`config.mk`:
```
export PLATFORM = sky130hd
export DESIGN_NAME = uart_mv_rx
export DESIGN_NICKNAME = d
export VERILOG_FILES = /design/src/rtl/uart_mv_pkg.sv /design/src/rtl/umv_sync.sv /design/src/rtl/umv_sampler.sv /design/src/rtl/umv_assembler.sv /design/src/rtl/uart_mv_rx.sv
export SDC_FILE = /design/constraint.sdc
export NUM_CORES = 1
export LEC_CHECK = 0
export BUFFER_PORTS_ARGS = -buffer_cell sky130_fd_sc_hd__buf_2
export CORE_AREA = 2 2 75 77
export CTS_CLUSTER_SIZE = 20
export DETAILED_ROUTE_END_ITERATION = 16
export DIE_AREA = 0 0 77 79
export HOLD_SLACK_MARGIN = 0.12
export MAX_ROUTING_LAYER = met4
export PLACE_DENSITY = 0.74
export SETUP_SLACK_MARGIN = 0.5
export SLEW_MARGIN = 10
export SYNTH_ARGS = -nofsm -noshare
export SYNTH_HDL_FRONTEND = slang
export SYNTH_SLANG_ARGS = --single-unit
```
`constraint.sdc`:
```
create_clock -name clk -period 3.1 [get_ports clk]
set_clock_uncertainty 0.2 [all_clocks]
set_input_delay 0.31 -clock clk [delete_from_list [all_inputs] [get_ports clk]]
set_output_delay 0.31 -clock clk [all_outputs]
set_load 0.005 [all_outputs]
```
`src/rtl/uart_mv_pkg.sv`:
```
package uart_mv_pkg;

  typedef enum logic [2:0] {
    RS_IDLE,
    RS_START,
    RS_DATA,
    RS_PAR,
    RS_STOP
  } rx_state_e;

  // two-of-three vote
  function automatic logic maj3(input logic [2:0] s);
    return (s[0] & s[1]) | (s[0] & s[2]) | (s[1] & s[2]);
  endfunction

  // data bit count for a size code, clamped to the widest supported word
  function automatic int unsigned data_bits(input logic [2:0] code,
                                            input int unsigned lo,
                                            input int unsigned hi);
    int unsigned n;
    n = lo + 32'(code);
    return (n > hi) ? hi : n;
  endfunction

  // parity bit a sender would attach, given the XOR of the data bits
  function automatic logic par_bit(input logic ones_xor, input logic odd);
    return ones_xor ^ odd;
  endfunction

endpackage

```
`src/rtl/umv_sync.sv`:
```
module umv_sync #(
  parameter int STAGES = 2
) (
  input  logic clk,
  input  logic rst_n,
  input  logic d,
  output logic q
);
  logic [STAGES-1:0] ff_q;

  always_ff @(posedge clk or negedge rst_n) begin
    if (!rst_n) ff_q <= '1;
    else        ff_q <= {ff_q[STAGES-2:0], d};
  end

  assign q = ff_q[STAGES-1];
endmodule

```
`src/rtl/umv_sampler.sv`:
```
module umv_sampler
  import uart_mv_pkg::*;
#(
  parameter int SPB_NORM = 16,
  parameter int SPB_DBL  = 8,
  parameter int CW       = $clog2(SPB_NORM + 1)
) (
  input  logic clk,
  input  logic rst_n,
  input  logic tick,
  input  logic rx,
  input  logic dbl,
  input  logic align,
  input  logic active,
  output logic fall_seen,
  output logic vote_strb,
  output logic vote_bit
);
  localparam int VF_N = SPB_NORM / 2;
  localparam int VF_D = SPB_DBL / 2;

  logic [CW-1:0] cnt_q, cnt_nx, spb, vfirst;
  logic          prev_q;
  logic [1:0]    win_q;
  logic          in_win;

  assign spb    = dbl ? CW'(SPB_DBL) : CW'(SPB_NORM);
  assign vfirst = dbl ? CW'(VF_D)    : CW'(VF_N);

  always_comb begin
    if (align)             cnt_nx = CW'(1);
    else if (cnt_q == spb) cnt_nx = CW'(1);
    else                   cnt_nx = cnt_q + CW'(1);
  end

  assign in_win    = (cnt_nx >= vfirst) && (cnt_nx <= vfirst + CW'(2));
  assign fall_seen = tick & prev_q & ~rx;
  assign vote_strb = tick & active & ~align & (cnt_nx == vfirst + CW'(2));
  assign vote_bit  = maj3({win_q, rx});

  always_ff @(posedge clk or negedge rst_n) begin
    if (!rst_n) begin
      cnt_q  <= '0;
      prev_q <= 1'b1;
      win_q  <= '0;
    end else if (tick) begin
      prev_q <= rx;
      if (align || active) begin
        cnt_q <= cnt_nx;
        if (in_win) win_q <= {win_q[0], rx};
      end
    end
  end


  cnt_range_chk: assert property (@(posedge clk) disable iff (!rst_n)
    active |-> (cnt_q >= CW'(1) && cnt_q <= spb));


  vote_spacing_chk: assert property (@(posedge clk) disable iff (!rst_n)
    vote_strb |=> !vote_strb);


  align_on_tick_chk: assert property (@(posedge clk) disable iff (!rst_n)
    align |-> tick);
endmodule

```
`src/rtl/umv_assembler.sv`:
```
module umv_assembler #(
  parameter int DMAX = 9,
  parameter int NW   = $clog2(DMAX + 1)
) (
  input  logic            clk,
  input  logic            rst_n,
  input  logic            clear,
  input  logic            wr_en,
  input  logic [NW-1:0]   wr_idx,
  input  logic            bit_in,
  output logic [DMAX-1:0] word
);
  logic [DMAX-1:0] word_q;

  always_ff @(posedge clk or negedge rst_n) begin
    if (!rst_n)     word_q <= '0;
    else if (clear) word_q <= '0;
    else if (wr_en) word_q[wr_idx] <= bit_in;
  end

  assign word = word_q;


  wr_idx_chk: assert property (@(posedge clk) disable iff (!rst_n)
    wr_en |-> (wr_idx < NW'(DMAX)));
endmodule

```
`src/rtl/uart_mv_rx.sv`:
```
module uart_mv_rx
  import uart_mv_pkg::*;
#(
  parameter int DMIN        = 5,
  parameter int DMAX        = 9,
  parameter int SPB_NORM    = 16,
  parameter int SPB_DBL     = 8,
  parameter int SYNC_STAGES = 2
) (
  input  logic            clk,
  input  logic            rst_n,
  input  logic            os_tick,
  input  logic            dbl_speed,
  input  logic [2:0]      char_sel,
  input  logic            par_en,
  input  logic            par_odd,
  input  logic            rx_in,
  output logic [DMAX-1:0] rx_data,
  output logic            rx_valid,
  output logic            frame_err,
  output logic            par_err
);
  localparam int NW = $clog2(DMAX + 1);

  rx_state_e       state_q;
  logic [NW-1:0]   idx_q, nbits_q;
  logic            dbl_q, pen_q, podd_q, pbit_q;
  logic            rx_s, fall_seen, vote_strb, vote_bit;
  logic            align, active, wr_en;
  logic [DMAX-1:0] word;

  umv_sync #(.STAGES(SYNC_STAGES)) sync_i (
    .clk(clk), .rst_n(rst_n), .d(rx_in), .q(rx_s));

  assign align  = (state_q == RS_IDLE) && fall_seen;
  assign active = (state_q != RS_IDLE);
  assign wr_en  = vote_strb && (state_q == RS_DATA);

  umv_sampler #(.SPB_NORM(SPB_NORM), .SPB_DBL(SPB_DBL)) samp_i (
    .clk(clk), .rst_n(rst_n), .tick(os_tick), .rx(rx_s), .dbl(dbl_q),
    .align(align), .active(active), .fall_seen(fall_seen),
    .vote_strb(vote_strb), .vote_bit(vote_bit));

  umv_assembler #(.DMAX(DMAX), .NW(NW)) asm_i (
    .clk(clk), .rst_n(rst_n), .clear(align), .wr_en(wr_en),
    .wr_idx(idx_q), .bit_in(vote_bit), .word(word));

  always_ff @(posedge clk or negedge rst_n) begin
    if (!rst_n) begin
      state_q   <= RS_IDLE;
      idx_q     <= '0;
      nbits_q   <= NW'(DMIN);
      dbl_q     <= 1'b0;
      pen_q     <= 1'b0;
      podd_q    <= 1'b0;
      pbit_q    <= 1'b0;
      rx_data   <= '0;
      rx_valid  <= 1'b0;
      frame_err <= 1'b0;
      par_err   <= 1'b0;
    end else begin
      rx_valid <= 1'b0;
      case (state_q)
        RS_IDLE: if (align) begin
          state_q <= RS_START;
          nbits_q <= NW'(data_bits(char_sel, DMIN, DMAX));
          dbl_q   <= dbl_speed;
          pen_q   <= par_en;
          podd_q  <= par_odd;
        end
        RS_START: if (vote_strb) begin
          idx_q   <= '0;
          state_q <= vote_bit ? RS_IDLE : RS_DATA;
        end
        RS_DATA: if (vote_strb) begin
          if (idx_q == nbits_q - NW'(1)) state_q <= pen_q ? RS_PAR : RS_STOP;
          else                           idx_q   <= idx_q + NW'(1);
        end
        RS_PAR: if (vote_strb) begin
          pbit_q  <= vote_bit;
          state_q <= RS_STOP;
        end
        RS_STOP: if (vote_strb) begin
          rx_valid  <= 1'b1;
          rx_data   <= word;
          frame_err <= ~vote_bit;
          par_err   <= pen_q & (pbit_q != par_bit(^word, podd_q));
          state_q   <= RS_IDLE;
        end
        default: state_q <= RS_IDLE;
      endcase
    end
  end


  valid_pulse_chk: assert property (@(posedge clk) disable iff (!rst_n)
    rx_valid |=> !rx_valid);


  data_hold_chk: assert property (@(posedge clk) disable iff (!rst_n)
    !rx_valid |-> ($stable(rx_data) && $stable(frame_err) && $stable(par_err)));


  valid_from_stop_chk: assert property (@(posedge clk) disable iff (!rst_n)
    rx_valid |-> ($past(state_q) == RS_STOP));


  par_err_gate_chk: assert property (@(posedge clk) disable iff (!rst_n)
    (rx_valid && par_err) |-> pen_q);
endmodule

```
== Word-level counts from Yosys, hierarchy flattened ==
Index checks and enable logic that the tools add are counted.
Operators by class
  bitwise operators: 15
  mux-type cells: 25
  magnitude comparators: 5
  reductions and logical operators: 17
  $add $sub $neg: 5
  equal/unequal tests: 15
Operators with widths (number)
  $mux W3: 7
  $mux W4: 5
  $mux W9: 2
  $mux W5: 3
  $pmux W3 S5: 1
  $eq A5 B5 Y1: 2
  $ne A2 B2 Y1 const B: 5
  $and A1 B1 Y1: 9
  $bwmux W9: 1
  $reduce_xor A9 Y1: 1
  $pmux W4 S2: 1
  $reduce_and A2 Y1: 4
  $eq A3 B2 Y1 const B: 2
  $reduce_and A6 Y1: 1
  $add A5 B1 Y5 const B: 1
  $add A5 B2 Y5 const B: 1
  $ge A5 B5 Y1: 1
  $le A5 B5 Y1: 1
  $lt A4 B5 Y1 const B: 1
  $add A3 B3 Y4 const A: 1
  $add A4 B1 Y4 const B: 1
  $demux W1 S4: 1
  $eq A4 B4 Y1: 1
  $ge A4 B1 Y1 const B: 1
  18 further kinds: 28
Storage, ports and cells
  output and inout port bits: 12
  flip-flop bits (word level): 46
  logic and storage cells: 98

== Logic depth before layout (Yosys ltp) ==
Gate-level depths: netlist (run 1).
  depth in word-level cells: 9
  depth in mapped cells: 14

== By module ==
A second synthesis (run 1) with hierarchy kept.
Second synthesis, totals
  cells, all modules: 259
  area total of the unflattened synthesis: 2571.2 um^2
Modules (own cells, without submodules)
  uart_mv_rx: area each 1473.9 um^2, cells each 156, times used 1
  umv_sampler: area each 581.8 um^2, cells each 58, times used 1
  umv_assembler: area each 462.9 um^2, cells each 43, times used 1
  umv_sync: area each 52.6 um^2, cells each 2, times used 1

== Worst setup path before layout (run 1) ==
OpenSTA, ideal clock, no wires.
  path type: register -> register
  from: reg state_q[0]
  to: reg state_q[0]
  required time: 2.775 ns
  path slack: -0.048 ns
  data arrival time: 2.823 ns
  clock period less this slack: 3.148 ns
  path buffers: 3
  stages on the path, launching flop included: 14
  cell sequence: dfrtp_1 buf_6 nor3_4 nand3_2 clkbuf_1 clkbuf_1 nand3_1 inv_1 ha_1 and3_1 and2b_1 o211a_1 o2bb2ai_1 mux2_2
Between the ends
  cells in the longest elaborated chain, start to end: 7
Ends and longest elaborated chain
  from (decl): line uart_mv_rx.sv:25  | rx_state_e state_q;
  from (signal assigned): line uart_mv_rx.sv:73  | state_q <= vote_bit ? RS_IDLE : RS_DATA;
  from (signal assigned): line uart_mv_rx.sv:76  | if (idx_q == nbits_q - NW'(1)) state_q <= pen_q ? RS_PAR : RS_STOP;
  $logic_not A3 Y1 (*): line uart_mv_rx.sv:35  | assign align = (state_q == RS_IDLE) && fall_seen;
  $logic_and A1 B1 Y1 (*): line uart_mv_rx.sv:35
  $mux W5 (*): line umv_sampler.sv:31  | if (align) cnt_nx = CW'(1);
  via samp_i.cnt_nx[2]: line umv_sampler.sv:22  | logic [CW-1:0] cnt_q, cnt_nx, spb, vfirst;
  $eq A5 B5 Y1 (*): line umv_sampler.sv:38  | assign vote_strb = tick & active & ~align & (cnt_nx == vfirst + CW'(2));
  $and A1 B1 Y1 (*): line umv_sampler.sv:38
  $ne A2 B2 Y1 (no source line)
  $reduce_and A6 Y1 (no source line) (*)
Mark *: on every way through the listed nets, which the timed path passes. The rest lies on a longest branch.
A chain may end at the register's enable or synchronous reset.

== Worst setup path after layout (run 1) ==
  from: reg samp_i.cnt_q[0]
  to: reg idx_q[0]
Between the ends
  cells in the longest elaborated chain, start to end: 7
Ends and longest elaborated chain
  from (decl): line umv_sampler.sv:22
  from (signal assigned): line umv_sampler.sv:49  | cnt_q <= cnt_nx;
  $add A5 B1 Y5 / $eq A5 B5 Y1 (equally long branches): line umv_sampler.sv:33, umv_sampler.sv:32
  $mux W5 (*): line umv_sampler.sv:32  | else if (cnt_q == spb) cnt_nx = CW'(1);
  $mux W5 (*): line umv_sampler.sv:31
  via samp_i.cnt_nx[2]: line umv_sampler.sv:22
  $eq A5 B5 Y1 (*): line umv_sampler.sv:38
  $and A1 B1 Y1 (*): line umv_sampler.sv:38
  $ne A2 B2 Y1 (no source line)
  $reduce_and A4 Y1 (no source line) (*)
  to (signal assigned): line uart_mv_rx.sv:77  | else idx_q <= idx_q + NW'(1);
  to (decl): line uart_mv_rx.sv:26  | logic [NW-1:0] idx_q, nbits_q;
Marks and branches as above.

==> results.json, run 1 <==
{
  "grt_pass1_vias": 2170,
  "placed_area_mm2": 0.003069,
  "tns_ns": 0,
  "syn_nets": 281,
  "synth_ff_type": "dfrtp_1",
  "cts_buffer_depth": 2,
  "p_leak_nw": 1.709,
  "slew_headroom_pct": 30.53,
  "syn_inst": 259,
  "ys_types": 64,
  "via_per_inst": 5.728,
  "cp.required_ns": 3.13,
  "ant_nets": 0,
  "final_nets": 343,
  "cts-root-buf": "clkbuf_8",
  "status": "finished, final reports clean",
  "multi_input_area_mm2": 0.001729,
  "avgSynthCellArea_um2": 10.65,
  "hold_viol": 0,
  "period_share_pct": 85.27,
  "cp_slowest_cell": "dfrtp_1",
  "fmax_mhz": 378.3,
  "synth_area_mm2": 0.002758,
  "clk_latency_ns": 0.32,
  "die-area_mm2": 0.006083,
  "cts_tree": "yes",
  "cp-start-kind": "register",
  "dieWidth_um": 77,
  "grt_usage_pct": 22.95,
  "async_flop_share_pct": 100.0,
  "grt_max_degree": 47,
  "core-area_mm2": 0.005338,
  "worstSetupEndpointType": "register",
  "diodes": 0,
  "h-tree-depth": 2,
  "dr.pass1.iters": 4,
  "synth_top_area_cell": "dfrtp_1",
  "cp_top_family": "simple AND/OR/NAND/NOR gates",
  "drive_above_1_share_pct": 39.44,
  "fillers": 411,
  "die_h_um": 79,
  "cts_made_buffers": 5,
  "grt_pass1_wl_mm": 10.60,
  "clock-sinks": 46,
  "ys_seq_elements": 46,
  "row_count": 27,
  "yosysTopAreaCellShare_pct": 37.21,
  "drcViolationCount": 0,
  "yosys_warnings": 0,
  "rsz0062_at_grt": "yes",
  "drt-initial-drc-count": 206,
  "max_cap_viol_count": 0,
  "io_buffer_count": 21,
  "synth_area_leaders": "dfrtp_1 (37%), ha_1 (5.4%), mux2_2 (4.9%)",
  "tightest_slew_ns": 1.042,
  "grt_overflow": 0,
  "max_stage_delay_ns": 0.42,
  "vias": 2257,
  "synth_edf_count": 0,
  "final_cell_area_mm2": 0.003580,
  "seq_area_mm2": 0.001161,
  "cp_max_fo": 7,
  "wl_per_cell_um": 16.43,
  "routabilityCongestion": 0.9174,
  "hold_path.class": "in -> reg",
  "wirelength_mm": 6.474,
  "criticalPathCategory": "reg -> reg",
  "antenna_found_initial": 0,
  "crit_arrival_ns": 2.67,
  "cpMostUsedCell": "ha_4",
  "yosysSeqAreaShare_pct": 41.97,
  "finalMaxSlewViolations": 0,
  "initial_core_util_pct": 51.66,
  "clkSlewWorstSetupHoldPaths_ns": 0.10,
  "path_cells": "buf_6 > ha_4 > xor2_2 > nand3_2 > inv_2 > ha_4 > and3_4 > and2b_2 > o21ai_4 > or3_4 > mux2i_2",
  "dpl.hpwl_mm": 4.082,
  "areaGrowthSynthToFinish_pct": 29.81,
  "peakVddDrop_mv": 0.5744,
  "min_period_ns": 2.643,
  "setup_viol": 0,
  "reg2reg_slack_ns": 0.46,
  "crit_buf_inv": 2,
  "ios": 22,
  "p_per_area_mw_per_mm2": 885.9
}
-- layer usage --
metal  track usage (%)  vias up  part of all wire, %
met1             29.32     1115                   44
met2             36.05       66                   49
met5                 -        -                    0
li1                  -     1067                    -
met3             5.227        9                  5.1
met4             8.750        0                  1.4
-- cell type report --
| class | instances | share of cell area, % |
|---|---|---|
| repair buffers | 62 | 12.55 |
| flip-flops and latches | 46 | 32.44 |
| inverters | 15 | 1.573 |
| clock inverters | 3 | 0.6991 |
| well taps | 72 | 2.517 |
| clock buffers | 5 | 1.922 |
| multi-input cells | 191 | 48.30 |
-- power by group --
part	internal (mW)	switching, mW
sequential	0.747	0.128
combinational	0.911	0.984
clock	0.163	0.238
-- stage by stage --
stage / utilization [%] / total power, mW / hold slack (ns) / std cells / setup WS, ns
after floorplan: - / 2.017 / -0.1856 / 259 / 0.1951
after global placement: 57.50 / 2.282 / 0.1458 / 351 / 0.2781
after detailed placement: 57.50 / 2.316 / 0.1470 / 351 / 0.1531
after CTS: 65.96 / 3.053 / 0.1272 / 391 / 0.4740
after global routing: 67.07 / 3.364 / 0.1723 / 394 / 0.3906
final: 67.07 / 3.171 / 0.1291 / 394 / 0.4566
-- cell families (layout without fill, tap and decap cells) --
kind of cell,count (synthesis),in the layout,share of synthesized area [%]
buf+inv,23,85,4.038
xor+xnor,17,17,5.898
fa+ha+maj,13,13,5.807
flops,46,46,41.97
mux,24,24,9.347
compound gates,57,58,17.29
simple gates,79,79,15.65
-- cell usage in the layout (no fill, tap or decap), types with 6 or more instances in the layout --
| cell type | n |
|---|---|
| o211ai_1 | 6 |
| ha_1 | 9 |
| inv_1 | 12 |
| mux2i_1 | 9 |
| buf_4 | 29 |
| xnor2_1 | 12 |
| dfrtp_1 | 38 |
| nand2_1 | 27 |
| mux2_4 | 12 |
| dlygate4sd3_1 | 7 |
| nand3_1 | 6 |
| buf_2 | 21 |
| nor2_1 | 6 |
| o21ai_0 | 11 |
-- synth_stat cells (3+ instances only) --
cell,count
xor2_1,4
dfstp_2,5
a211oi_1,3
xnor2_1,12
inv_1,15
a21oi_1,4
nor3b_1,3
nand3_1,10
o211ai_1,6
nor2_1,6
o31ai_1,3
o21ai_0,12
dfrtp_1,41
nor3_1,3
ha_1,12
a21o_1,3
nand4b_1,4
mux2_2,12
and3_1,3
mux2i_1,10
nor2b_1,4
nand2_1,29
-- final timing paths --
kind | start | cells past startpoint | endpoint
max | samp_i.cnt_q[0]$_DFFE_PN0P_ | 11 | idx_q[0]$_DFFE_PN0P_
min | char_sel[1] | 3 | nbits_q[3]$_DFFE_PN0P_
max in group asynchronous | rst_n | 2 | samp_i.cnt_q[4]$_DFFE_PN0P_
max reg2reg | samp_i.cnt_q[0]$_DFFE_PN0P_ | 11 | idx_q[0]$_DFFE_PN0P_
min reg2reg | sync_i.ff_q[0]$_DFF_PN1_ | 0 | sync_i.ff_q[1]$_DFF_PN1_
min in group asynchronous | rst_n | 2 | samp_i.cnt_q[1]$_DFFE_PN0P_
-- flip-flops by register name (all words and copies together), names as in the netlist --
name	flops
dbl_q	1
par_err	1
pen_q	1
rx_data	9
samp_i.prev_q	1
state_q	3
nbits_q	4
podd_q	1
pbit_q	1
frame_err	1
idx_q	4
samp_i.cnt_q	5
asm_i.word	9
sync_i.ff_q	2
rx_valid	1
samp_i.win_q	2
-- tightest hold or removal path: cells and delay by family --
family                 cells  cell delay, ns
AOI/OAI and AO/OA          2            0.19
buffers and inverters      1            0.10
-- repair_timing --
action,in CTS,in global routing
gates cloned,1,0
gates resized for setup,24,8
hold buffers,7,0
buffers inserted,24,3
setup endpoints to repair,31,25
pin swaps,14,7
hold endpoints to repair,47,0
No activity file was read; power rests on OpenSTA's default activity.
==> run 2, diff against run 1 <==
CORE_AREA = 2 2 71 73   (was 2 2 75 77)
DIE_AREA = 0 0 73 75   (was 0 0 77 79)
PLACE_DENSITY = 0.78   (was 0.74)
clock period = 2.9 ns   (was 3.1 ns; I/O delays follow)
==> run 2 against run 1 <==
Non-clock buffer count increased by 13. Register-to-register slack worse by 0.17 ns. First-iteration DRC count decreased by 1.5%. Wire length rose by 8.7%. Critical path type unchanged. Critical endpoint is now state_q[0]$_DFFE_PN0P_. Largest power group unchanged.
==> results.json, run 2 (synthesis gave the netlist of run 1 again) <==
{
  "cp-start-kind": "register",
  "cts_buffer_depth": 2,
  "fmax_mhz": 381.9,
  "dpl.hpwl_mm": 4.191,
  "final_common_cell": "buf_4",
  "setup_viol": 0,
  "initial_core_util_pct": 59.17,
  "max_stage_delay_ns": 0.41,
  "final_cell_mix": "buf_4 (41), dfrtp_1 (40), nand2_1 (28)",
  "rsz0062_at_grt": "yes",
  "finalWorstSetupSlack_ns": 0.2818,
  "io_buffer_count": 21,
  "path_cells": "buf_6 > ha_4 > xor2_2 > nand3_2 > inv_2 > ha_4 > and3_4 > and2b_4 > o211a_1 > o2bb2ai_4 > mux2_4",
  "placed_cells": 340,
  "p_per_area_mw_per_mm2": 926.4,
  "wirelength_mm": 7.040,
  "crit_arrival_ns": 2.61,
  "antenna_found_initial": 0,
  "hold_viol": 0,
  "grt_pass1_wl_mm": 11.03,
  "clkSlewWorstSetupHoldPaths_ns": 0.09,
  "grt_pass1_vias": 2268,
  "criticalPathCategory": "reg -> reg",
  "clk_latency_ns": 0.31,
  "dr.pass1.iters": 4,
  "max_cap_viol_count": 0,
  "worstSetupEndpointType": "register",
  "wl_per_cell_um": 18.10,
  "ios": 22,
  "core-area_mm2": 0.004661,
  "routabilityCongestion": 0.8815,
  "final_nets": 356,
  "grt_usage_pct": 27.62,
  "die-area_mm2": 0.005475,
  "min_period_ns": 2.618,
  "peakVddDrop_mv": 0.5775,
  "hold_path.class": "in -> reg",
  "cts-root-buf": "clkbuf_8",
  "row_count": 25,
  "clock-sinks": 46,
  "cts_made_buffers": 5,
  "cp_slowest_cell": "dfrtp_1",
  "grt_overflow": 0,
  "diodes": 0,
  "drive_above_1_share_pct": 41.49,
  "hold_ws_ns": 0.1294,
  "ant_nets": 0,
  "slew_headroom_pct": 32.65,
  "drt-initial-drc-count": 203,
  "status": "finished, final reports clean",
  "cpMostUsedCell": "ha_4",
  "via_per_inst": 5.933,
  "p_leak_nw": 1.757,
  "h-tree-depth": 2,
  "die_h_um": 75,
  "drcViolationCount": 0,
  "period_share_pct": 90.28,
  "tightest_slew_ns": 1.010,
  "dp_slack_ns": 0.1112,
  "areaGrowthSynthToFinish_pct": 33.35,
  "vias": 2308,
  "dieWidth_um": 73,
  "cp_max_fo": 4,
  "finalMaxSlewViolations": 0,
  "cts_tree": "yes",
  "grt_max_degree": 47,
  "finalNonFillerCells": 389,
  "cp.required_ns": 2.90
}
==> run 2: cell count changes in the layout (fill, tap and decap cells not counted), sizes merged <==
cell    previous run  this run
buf               55        68
clkinv             1         2
inv               16        15
==> run 2: area by class of cell <==
type                       count  area, µm²
multi-input combinational    191       1754
tap                           54      67.56
timing repair buffer          75      550.5
fill                         283      983.4
clock buffer                   5      68.82
clock inverter                 3      21.27
sequential                    46       1159
inverter                      15      56.30
==> run 2: through the flow <==
step / util [%] / instance area [µm²] / setup TNS [ns] / total power, mW
after CTS: 76.19 / 3551 / 0 / 3.180
after global placement: 66.50 / 3099 / 0 / 2.480
final: 78.90 / 3677 / 0 / 3.407
after detailed placement: 66.50 / 3099 / 0 / 2.531
after global routing: 78.90 / 3677 / 0 / 3.603
after floorplan: - / 2907 / -0.03069 / 2.156
==> run 2: final timing paths <==
path                       slack [ns]                          end                         from  depth (start not counted)
setup / recovery                 0.28       state_q[0]$_DFFE_PN0P_  samp_i.cnt_q[0]$_DFFE_PN0P_                         11
hold / removal                   0.13       nbits_q[3]$_DFFE_PN0P_                  char_sel[1]                          3
setup reg to reg                 0.28       state_q[0]$_DFFE_PN0P_  samp_i.cnt_q[0]$_DFFE_PN0P_                         11
hold reg to reg                  0.16     sync_i.ff_q[1]$_DFF_PN1_     sync_i.ff_q[0]$_DFF_PN1_                          0
max in group asynchronous        1.34  samp_i.cnt_q[2]$_DFFE_PN0P_                        rst_n                          2
min in group asynchronous        0.48  samp_i.cnt_q[0]$_DFFE_PN0P_                        rst_n                          2
==> run 2: layer usage <==
metal / global-route usage, % / vias to the layer above / wire, µm
li1: - / 1095 / -
met1: 35.31 / 1122 / 3101
met2: 44.04 / 74 / 3445
met3: 4.552 / 17 / 295
met4: 10.91 / 0 / 198
met5: - / - / 0
==> run 2: power breakdown <==
group          switching (mW)  internal [mW]
Combinational            1.11          0.967
Clock                   0.233          0.170
Sequential              0.132          0.797
Total                    1.47           1.93
==> run 2: worst max-delay path: cells and delay by family (launching register included) <==
family / cells / cell delay (ns)
multiplexers: 1 / 0.31
flip-flops: 1 / 0.41
buffers and inverters: 2 / 0.23
AO/OA/AOI/OAI: 2 / 0.33
AND/OR/NAND/NOR: 3 / 0.50
XOR/XNOR: 1 / 0.15
adder cells (fa/ha/maj): 2 / 0.37
==> run 2: repair_timing <==
action | in CTS | in global routing
setup endpoints to repair | 31 | 32
gates cloned | 1 | 0
gates resized for setup | 18 | 16
pin swaps | 14 | 12
buffers inserted | 27 | 6
hold buffers | 7 | 0
endpoints found under the hold margin | 47 | 0
